<file path="src/rtl/errLocPkg.sv">
package errLocPkg;

  // Strobes from the sequencer to the datapath
  typedef struct packed {
    logic load;     // latch words and clear run state
    logic rdPhase;  // first cycle of a slot
    logic wrPhase;  // second cycle of a slot
    logic step;     // move to the next slot
  } ctlStrobes_t;

  typedef enum logic [1:0] {
    ST_IDLE,
    ST_RD,
    ST_WR,
    ST_FIN
  } corrState_t;

endpackage

</file>
<file path="src/rtl/errLocCtrl.sv">
module errLocCtrl
  import errLocPkg::*;
(
  input  logic        clk,
  input  logic        rstN,
  input  logic        start,
  input  logic        countZero,
  input  logic        countOver,
  input  logic        slotLast,
  output ctlStrobes_t ctl,
  output logic        busy,
  output logic        done
);

  corrState_t state, nextState;

  always_comb begin
    ctl       = '0;
    nextState = state;
    case (state)
      ST_IDLE: begin
        if (start) begin
          ctl.load  = 1'b1;
          nextState = (countZero || countOver) ? ST_FIN : ST_RD;
        end
      end
      ST_RD: begin
        ctl.rdPhase = 1'b1;
        nextState   = ST_WR;
      end
      ST_WR: begin
        ctl.wrPhase = 1'b1;
        if (slotLast) begin
          nextState = ST_FIN;
        end else begin
          ctl.step  = 1'b1;
          nextState = ST_RD;
        end
      end
      default: nextState = ST_IDLE;
    endcase
  end

  always_ff @(posedge clk or negedge rstN) begin
    if (!rstN) state <= ST_IDLE;
    else       state <= nextState;
  end

  assign busy = (state != ST_IDLE);
  assign done = (state == ST_FIN);

endmodule

</file>
<file path="src/rtl/errLocDatapath.sv">
module errLocDatapath
  import errLocPkg::*;
#(
  parameter int SECTOR_BYTES = 512,
  parameter int LOC_W        = 13,
  parameter int MAX_ERR      = 8,
  parameter int WORD_W       = 32,
  parameter int CNT_W        = 4,
  parameter int CNT_LSB      = 10,
  parameter int STAT_LOC_LSB = 16,
  localparam int PACK_W      = MAX_ERR * LOC_W,
  localparam int STAT_LOC_W  = PACK_W - 3 * WORD_W,
  localparam int IDX_W       = LOC_W - 3,
  localparam int SLOT_W      = $clog2(MAX_ERR),
  localparam int BIT_LIMIT   = SECTOR_BYTES * 8
) (
  input  logic              clk,
  input  logic              rstN,
  input  ctlStrobes_t       ctl,
  input  logic [WORD_W-1:0] statusWord,
  input  logic [WORD_W-1:0] resWord1,
  input  logic [WORD_W-1:0] resWord2,
  input  logic [WORD_W-1:0] resWord3,
  input  logic [7:0]        memRdData,
  output logic              countZero,
  output logic              countOver,
  output logic              slotLast,
  output logic [IDX_W-1:0]  memAddr,
  output logic              memRdEn,
  output logic              memWrEn,
  output logic [7:0]        memWrData,
  output logic [CNT_W-1:0]  fixCount,
  output logic              uncorrectable
);

  logic [PACK_W-1:0] packReg;
  logic [CNT_W-1:0]  cntReg;
  logic [SLOT_W-1:0] slot;
  logic [CNT_W-1:0]  countIn;
  logic [LOC_W-1:0]  locArr [MAX_ERR];
  logic [LOC_W-1:0]  adjLoc;
  logic              locOk;

  // Count classification straight from the incoming status word
  assign countIn   = statusWord[CNT_LSB +: CNT_W];
  assign countZero = (countIn == '0);
  assign countOver = (countIn > CNT_W'(MAX_ERR));

  // Fixed-width slices of the latched packed location vector
  for (genvar k = 0; k < MAX_ERR; k++) begin : g_loc
    assign locArr[k] = packReg[k*LOC_W +: LOC_W];
  end

  // Invert the two low bits, then range check against the sector size
  assign adjLoc   = locArr[slot] ^ LOC_W'(3);
  assign locOk    = ({1'b0, adjLoc} <= (LOC_W+1)'(BIT_LIMIT));
  assign memAddr  = adjLoc[LOC_W-1:3];
  assign memRdEn  = ctl.rdPhase && locOk;
  assign memWrEn  = ctl.wrPhase && locOk;
  assign memWrData = memRdData ^ (8'b1 << adjLoc[2:0]);
  assign slotLast = ((CNT_W'(slot) + CNT_W'(1)) == cntReg);

  always_ff @(posedge clk or negedge rstN) begin
    if (!rstN) begin
      packReg       <= '0;
      cntReg        <= '0;
      slot          <= '0;
      fixCount      <= '0;
      uncorrectable <= 1'b0;
    end else begin
      if (ctl.load) begin
        packReg       <= {statusWord[STAT_LOC_LSB +: STAT_LOC_W], resWord3, resWord2, resWord1};
        cntReg        <= countIn;
        slot          <= '0;
        fixCount      <= '0;
        uncorrectable <= countOver;
      end
      if (ctl.step) slot <= slot + SLOT_W'(1);
      if (ctl.wrPhase && locOk) fixCount <= fixCount + CNT_W'(1);
    end
  end

endmodule

</file>
<file path="src/rtl/errLocCorrector.sv">
module errLocCorrector
  import errLocPkg::*;
#(
  parameter int SECTOR_BYTES = 512,
  parameter int LOC_W        = 13,
  parameter int MAX_ERR      = 8,
  parameter int WORD_W       = 32,
  parameter int CNT_W        = 4,
  localparam int IDX_W       = LOC_W - 3
) (
  input  logic              clk,
  input  logic              rstN,
  input  logic              start,
  input  logic [WORD_W-1:0] statusWord,
  input  logic [WORD_W-1:0] resWord1,
  input  logic [WORD_W-1:0] resWord2,
  input  logic [WORD_W-1:0] resWord3,
  input  logic [7:0]        memRdData,
  output logic [IDX_W-1:0]  memAddr,
  output logic              memRdEn,
  output logic              memWrEn,
  output logic [7:0]        memWrData,
  output logic              busy,
  output logic              done,
  output logic [CNT_W-1:0]  fixCount,
  output logic              uncorrectable
);

  ctlStrobes_t ctl;
  logic        countZero;
  logic        countOver;
  logic        slotLast;

  errLocCtrl i_ctrl (
    .clk       (clk),
    .rstN      (rstN),
    .start     (start),
    .countZero (countZero),
    .countOver (countOver),
    .slotLast  (slotLast),
    .ctl       (ctl),
    .busy      (busy),
    .done      (done)
  );

  errLocDatapath #(
    .SECTOR_BYTES (SECTOR_BYTES),
    .LOC_W        (LOC_W),
    .MAX_ERR      (MAX_ERR),
    .WORD_W       (WORD_W),
    .CNT_W        (CNT_W)
  ) i_dp (
    .clk           (clk),
    .rstN          (rstN),
    .ctl           (ctl),
    .statusWord    (statusWord),
    .resWord1      (resWord1),
    .resWord2      (resWord2),
    .resWord3      (resWord3),
    .memRdData     (memRdData),
    .countZero     (countZero),
    .countOver     (countOver),
    .slotLast      (slotLast),
    .memAddr       (memAddr),
    .memRdEn       (memRdEn),
    .memWrEn       (memWrEn),
    .memWrData     (memWrData),
    .fixCount      (fixCount),
    .uncorrectable (uncorrectable)
  );

endmodule

</file>
<file path="config.mk">
export PLATFORM = sky130hd
export DESIGN_NAME = errLocCorrector
export DESIGN_NICKNAME = d
export VERILOG_FILES = /design/src/rtl/errLocPkg.sv /design/src/rtl/errLocCtrl.sv /design/src/rtl/errLocDatapath.sv /design/src/rtl/errLocCorrector.sv
export SDC_FILE = /design/constraint.sdc
export NUM_CORES = 1
export LEC_CHECK = 0
export ABC_CLOCK_PERIOD_IN_PS = 9900
export BUFFER_PORTS_ARGS = -buffer_cell sky130_fd_sc_hd__buf_4
export CORE_MARGIN = 5
export CORE_UTILIZATION = 35
export DETAILED_ROUTE_END_ITERATION = 7
export PLACE_DENSITY = 0.58
export SYNTH_ARGS = -nofsm -noshare
export SYNTH_HDL_FRONTEND = slang
export SYNTH_SLANG_ARGS = --single-unit
</file>
<file path="constraint.sdc">
create_clock -name clk -period 9.9 [get_ports clk]
set_input_delay 1.98 -clock clk [delete_from_list [all_inputs] [get_ports clk]]
set_output_delay 1.98 -clock clk [all_outputs]
set_load 0.05 [all_outputs]
</file>
==> results.sh, run 1 <==
export IMPL_peakVddDrop_v=0.000220
export IMPL_dp_cells=931
export IMPL_crit_buf_inv=2
export IMPL_place_area_um2=6850
export IMPL_boundaryPins=166
export IMPL_rsz0062_at_grt="false"
export IMPL_outcome="finished, final reports clean"
export IMPL_p_comb_share_pct=46.5
export IMPL_p_clk_share_pct=21.9
export IMPL_async_reset_ff_share_pct=100
export IMPL_p_sw_mw=1.18
export IMPL_clk_insertion_delay_late_ps=410
export IMPL_routed_via_density=4.65
export IMPL_dieArea_um2=18800
export IMPL_grt_pass1_wl_um=22700
export IMPL_tightest_slew_ps=1060
export IMPL_start_kind="flip-flop"
export IMPL_drt_drc_violations_left=0
export IMPL_relSlewSlack_pct=29.6
export IMPL_antenna_found_initial=0
export IMPL_netlist_area_um2=5650
export IMPL_intPower_mw=1.60
export IMPL_maxCapViolCount=0
export IMPL_die_w_um=137
export IMPL_finalClockSkew_ps=6.05
export IMPL_grt_overflow_total=0
export IMPL_cts_htree_levels=4
export IMPL_yosysWarnings=0
export IMPL_timing_hold_ws_ps=465
export IMPL_syn_to_final_growth_pct=31.4
export IMPL_cts_hold_buf=0
export IMPL_syn_area_per_cell_um2=9.39
export IMPL_grt_busiest_layer="met2"
export IMPL_die_height_um=137
export IMPL_first_global_vias=4559
export IMPL_grt_max_degree=108
export IMPL_multi_input_area_um2=2500
export IMPL_via_count=4474
export IMPL_synth_nets=743
export IMPL_tns_ps=0
export IMPL_drive_gt1_share_pct=26.4
export IMPL_clock_sinks=118
export IMPL_synth_edff_count=0
export IMPL_fin_crit_sh_pct=59.4
export IMPL_numCtsBuffers=17
export IMPL_yosysTopAreaCell="dfrtp_1"
export IMPL_power_switching_fraction_pct=42.4
export IMPL_ys_ff_latch=118
export IMPL_dp_hpwl_um=10300
export IMPL_cpPeakStageDelay_ps=990
export IMPL_cts_tree="yes"
export IMPL_final_cells=962
export IMPL_globalRouteMet2Util_pct=25.4
export IMPL_p_seq_share_pct=31.6
export IMPL_fp_row_count=46
export IMPL_cts_resized=0
export IMPL_grt_util_met3_pct=5.55
export IMPL_crit_required_ps=7920
export IMPL_clk_pin_slew_ps=50
export IMPL_seq_area_um2=2950
export IMPL_wl_um=14700
export IMPL_critPathSlowestCell="dfrtp_2"
export IMPL_path_cells="mux4_1 > mux2_2 > or4_1 > o41a_1 > or2_0 > inv_1 > buf_4"
export IMPL_leakagePower_nw=3.88
export IMPL_nFillCells=1548
export IMPL_final_area_um2=7420
export IMPL_first_pass_iters=4
export IMPL_crit_path_max_fanout=35
export IMPL_finalHoldViolCount=0
export IMPL_grt_use_total_pct=16.0
export IMPL_synthCells=602
export IMPL_wire_per_inst_um=15.2
export IMPL_path_class="reg2out"
export IMPL_slew_violations=0
export IMPL_seq_area_frac_synth_pct=52.2
export IMPL_cts_path_max_buffers=2
export IMPL_min_period_ps=5880
export IMPL_clockRootBuffer="clkbuf_16"
export IMPL_max_freq_mhz=170
export IMPL_power_density_nw_per_um2=374
export IMPL_finalSetupViolCount=0
export IMPL_core_area_um2=15900
export IMPL_gp_congestion=0.756
export IMPL_use_met1_pct=20.2
export IMPL_worstPathArrival_ps=3900
export IMPL_synth_area_leaders="dfrtp_1 (52%), nand2_1 (22%), mux4_1 (5.6%)"
export IMPL_synth_top_area_share_pct=52.2
export IMPL_yosysMostFrequentCell="nand2_1"
export IMPL_fin_nets=875
export IMPL_final_antenna_net_count=0
export IMPL_start_util_pct=35.6
export IMPL_hp_class="reg2reg"
export IMPL_endpoint_kind="output port"
export IMPL_ys_flop_type="dfrtp_1"
export IMPL_initialDrtViolationCount=223
export IMPL_critical_path_top_delay_family="flip-flops"
export IMPL_yosysUniqueCellTypes=40
export IMPL_diodes=0
export IMPL_post_cts_buffers=0
export IMPL_synth_commonest_cells="nand2_1 (336), dfrtp_1 (118), clkbuf_1 (23)"
export IMPL_io_buffer_count=145
## per-layer routing
| metal | vias up | routed length (um) |
|---|---|---|
| met2 | 137 | 7010 |
| met3 | 17 | 1010 |
| met4 | 0 | 259 |
| met5 | - | 0 |
| met1 | 2113 | 6380 |
| li1 | 2207 | - |
## stage by stage
stage	power (mW)	setup WS, ps	utilization, %
2_1_floorplan	1.82	4370	-
4_1_cts	2.81	3970	46.7
6_report	2.78	4020	46.7
3_5_place_dp	2.19	4410	43.1
3_3_place_gp	2.16	4420	43.1
5_1_grt	2.96	3880	46.7
## power groups by stage
stage	clock network, mW	registers, mW	logic (mW)
final	0.607	0.879	1.29
after detailed placement	0	0.888	1.31
after global placement	0	0.872	1.29
after CTS	0.620	0.882	1.31
after floorplan	0	0.823	0.992
after global routing	0.645	0.914	1.41
## placed cells by master, fill, tap and decap left out, drive strengths merged, types with 7 or more instances in the layout
cell,Yosys,routed
clkbuf,23,20
nand2,336,336
mux2,9,9
mux4,20,20
buf,12,148
clkinv,0,7
mux2i,17,17
xor2,8,8
dfrtp,118,118
## cell families (layout without fill, tap and decap cells)
kind of cell | Yosys count | in the layout | synth area share (%)
xor+xnor | 14 | 14 | 2.17
flops | 118 | 118 | 52.2
mux | 46 | 46 | 13.6
compound gates | 20 | 20 | 2.66
simple gates | 364 | 364 | 25.2
buf+inv | 38 | 182 | 3.72
fa+ha+maj | 2 | 2 | 0.443
## final cells by class
type                    count  share of cell area [%]
flip-flops and latches    118                    39.8
well taps                 216                    3.64
clock buffers              20                    6.02
repair buffers            148                    15.0
inverters                   3                   0.152
multi-input cells         446                    33.7
clock inverters            11                    1.79
## registers in the layout, summed over array words and instances, names as in the netlist
name and count:
i_dp.packReg 104, i_ctrl.state 2, i_dp.slot 3, i_dp.fixCount 4, i_dp.cntReg 4, i_dp.uncorrectable 1
## final timing paths
| check | from | to | slack [ps] | cells past startpoint |
|---|---|---|---|---|
| min in group asynchronous | rstN | i_dp.packReg[66] | 1620 | 1 |
| worst min register to register | i_dp.packReg[47] | i_dp.packReg[47] | 460 | 2 |
| worst max-delay path | i_dp.slot[2] | memWrEn | 4020 | 7 |
| worst max register to register | i_dp.slot[2] | i_dp.fixCount[1] | 6330 | 6 |
| max in group asynchronous | rstN | i_dp.packReg[62] | 6970 | 2 |
| worst min-delay path | i_dp.packReg[47] | i_dp.packReg[47] | 460 | 2 |
## worst register-to-register path: stages, from the launching register on
cell and delay [ps]:
dfrtp_2 990, mux4_1 460, mux2_2 340, or4_1 490, o41a_1 560, or2_0 360
a31o_1 260
Note: power is estimated with default switching activity, not from simulation.
==> run 2, diff against run 1 <==
--- a/config.mk
+++ b/config.mk
@@ -5,7 +5,7 @@
 export SDC_FILE = /design/constraint.sdc
 export NUM_CORES = 1
 export LEC_CHECK = 0
-export ABC_CLOCK_PERIOD_IN_PS = 9900
+export ABC_CLOCK_PERIOD_IN_PS = 6000
 export BUFFER_PORTS_ARGS = -buffer_cell sky130_fd_sc_hd__buf_4
 export CORE_MARGIN = 5
 export CORE_UTILIZATION = 35
==> constraint.sdc (replaced) <==
create_clock -name clk -period 6 [get_ports clk]
set_input_delay 1.2 -clock clk [delete_from_list [all_inputs] [get_ports clk]]
set_output_delay 1.2 -clock clk [all_outputs]
set_load 0.05 [all_outputs]
==> results.sh, run 2 (synthesis results as in run 1) <==
export IMPL_outcome="finished, final reports clean"
export IMPL_cts_hold_buf=0
export IMPL_cts_resized=0
export IMPL_critPathSlowestCell="mux4_1"
export IMPL_antenna_found_initial=0
export IMPL_fin_nets=876
export IMPL_seq_area_um2=2950
export IMPL_mostFrequentLayoutCells="nand2_1 (335), buf_4 (149), dfrtp_1 (117)"
export IMPL_syn_to_final_growth_pct=30.9
export IMPL_endpoint_kind="output port"
export IMPL_hp_start="i_dp.packReg[86]"
export IMPL_cts_htree_levels=4
export IMPL_nFillCells=1555
export IMPL_r2r_slack_ps=2460
export IMPL_reg2reg_to="i_dp.fixCount[1]"
export IMPL_p_total_mw=4.52
export IMPL_worstSetupStartpoint="i_dp.slot[1]"
export IMPL_fin_crit_sh_pct=84.4
export IMPL_initialDrtViolationCount=206
export IMPL_tns_ps=0
export IMPL_gp_congestion=0.788
export IMPL_post_cts_buffers=0
export IMPL_boundaryPins=166
export IMPL_relSlewSlack_pct=18.6
export IMPL_cpPeakStageDelay_ps=630
export IMPL_finalHoldViolCount=0
export IMPL_die_w_um=137
export IMPL_path_class="reg2out"
export IMPL_cts_path_max_buffers=2
export IMPL_crit_required_ps=4800
export IMPL_io_buffer_count=145
export IMPL_via_count=4451
export IMPL_peakVddDrop_v=0.000290
export IMPL_clock_sinks=118
export IMPL_wl_um=14600
export IMPL_top_register="i_dp.packReg"
export IMPL_path_common_cell="buf_4"
export IMPL_multi_input_area_um2=2500
export IMPL_leakagePower_nw=3.87
export IMPL_tightest_slew_ps=1220
export IMPL_diodes=0
export IMPL_grt_overflow_total=0
export IMPL_dieArea_um2=18800
export IMPL_final_common_cell="nand2_1"
export IMPL_die_height_um=137
export IMPL_place_ws_ps=1310
export IMPL_rsz0062_at_grt="false"
export IMPL_final_antenna_net_count=0
export IMPL_core_area_um2=15900
export IMPL_utilization_pct=46.6
export IMPL_reg_top3="i_dp.packReg (104), i_dp.cntReg (4), i_dp.fixCount (4)"
export IMPL_path_cells="buf_4 > mux4_1 > mux2_2 > a2111o_1 > o41a_1 > or2_0 > inv_1 > buf_4"
export IMPL_power_density_nw_per_um2=611
export IMPL_cts_tree="yes"
export IMPL_crit_path_max_fanout=21
export IMPL_start_util_pct=35.6
export IMPL_hp_class="reg2reg"
export IMPL_max_freq_mhz=197
export IMPL_routed_via_density=4.63
export IMPL_start_kind="flip-flop"
export IMPL_grt_use_total_pct=16.2
export IMPL_setup_ws_ps=935
export IMPL_worstPathArrival_ps=3870
export IMPL_clk_pin_slew_ps=50
export IMPL_holdPathEnd="i_dp.packReg[86]"
export IMPL_clockRootBuffer="clkbuf_16"
export IMPL_rr_worst_depth=7
export IMPL_largest_reg_flops=104
export IMPL_drt_drc_violations_left=0
export IMPL_grt_pass1_wl_um=23200
export IMPL_holdPathStages=2
export IMPL_slew_violations=0
export IMPL_finalSetupViolCount=0
export IMPL_drive_gt1_share_pct=26.0
export IMPL_first_global_vias=4650
export IMPL_fp_row_count=46
export IMPL_finalClockSkew_ps=5.07
export IMPL_wire_per_inst_um=15.2
export IMPL_clk_insertion_delay_late_ps=400
export IMPL_dp_hpwl_um=10300
export IMPL_grt_max_degree=120
export IMPL_first_pass_iters=4
export IMPL_min_period_ps=5070
export IMPL_numCtsBuffers=17
export IMPL_reg2reg_from="i_dp.slot[1]"
export IMPL_maxCapViolCount=0
## run 2: critical path, delay by kind of cell, from the launching register on
kind	cells	cell delay, ps
multiplexers	2	930
AND/OR/NAND/NOR	1	360
buffers and inverters	3	670
AO/OA/AOI/OAI	2	940
flip-flops	1	520
## run 2: worst max-delay path by stage
stage,depth (start not counted),end
floorplan,7,memRdEn
global placement,8,memWrEn
detailed placement,8,memWrEn
CTS,8,memWrEn
global route,8,memWrEn
finish,8,memWrEn
## run 2: area by class of cell
class	instances	share of cell area, %
clock buffers	26	6.75
well taps	216	3.65
clock inverters	4	0.609
multi-input cells	446	33.8
inverters	3	0.152
repair buffers	149	15.1
flip-flops and latches	118	39.9
## run 2: per-layer routing
metal,up-vias,global-route usage (%),share of wire [%],routed length [um]
li1,2210,-,-,-
met1,2095,21.0,44,6440
met2,132,25.6,48,6980
met3,14,5.26,7.2,1060
met4,0,5.49,1.0,148
met5,-,0,0,0
## run 2: metrics by stage
step	area, um^2	hold slack [ps]	std cells
finish	7400	463	962
global route	7400	490	962
CTS	7400	469	962
detailed placement	6850	455	932
global placement	6850	450	932
floorplan	5650	437	602
## run 2: power breakdown
part,total (mW),internal (mW),switching [mW],leakage [nW]
clock,0.934,0.606,0.328,0.270
sequential,1.41,1.17,0.241,1.47
combinational,2.17,0.819,1.35,2.13
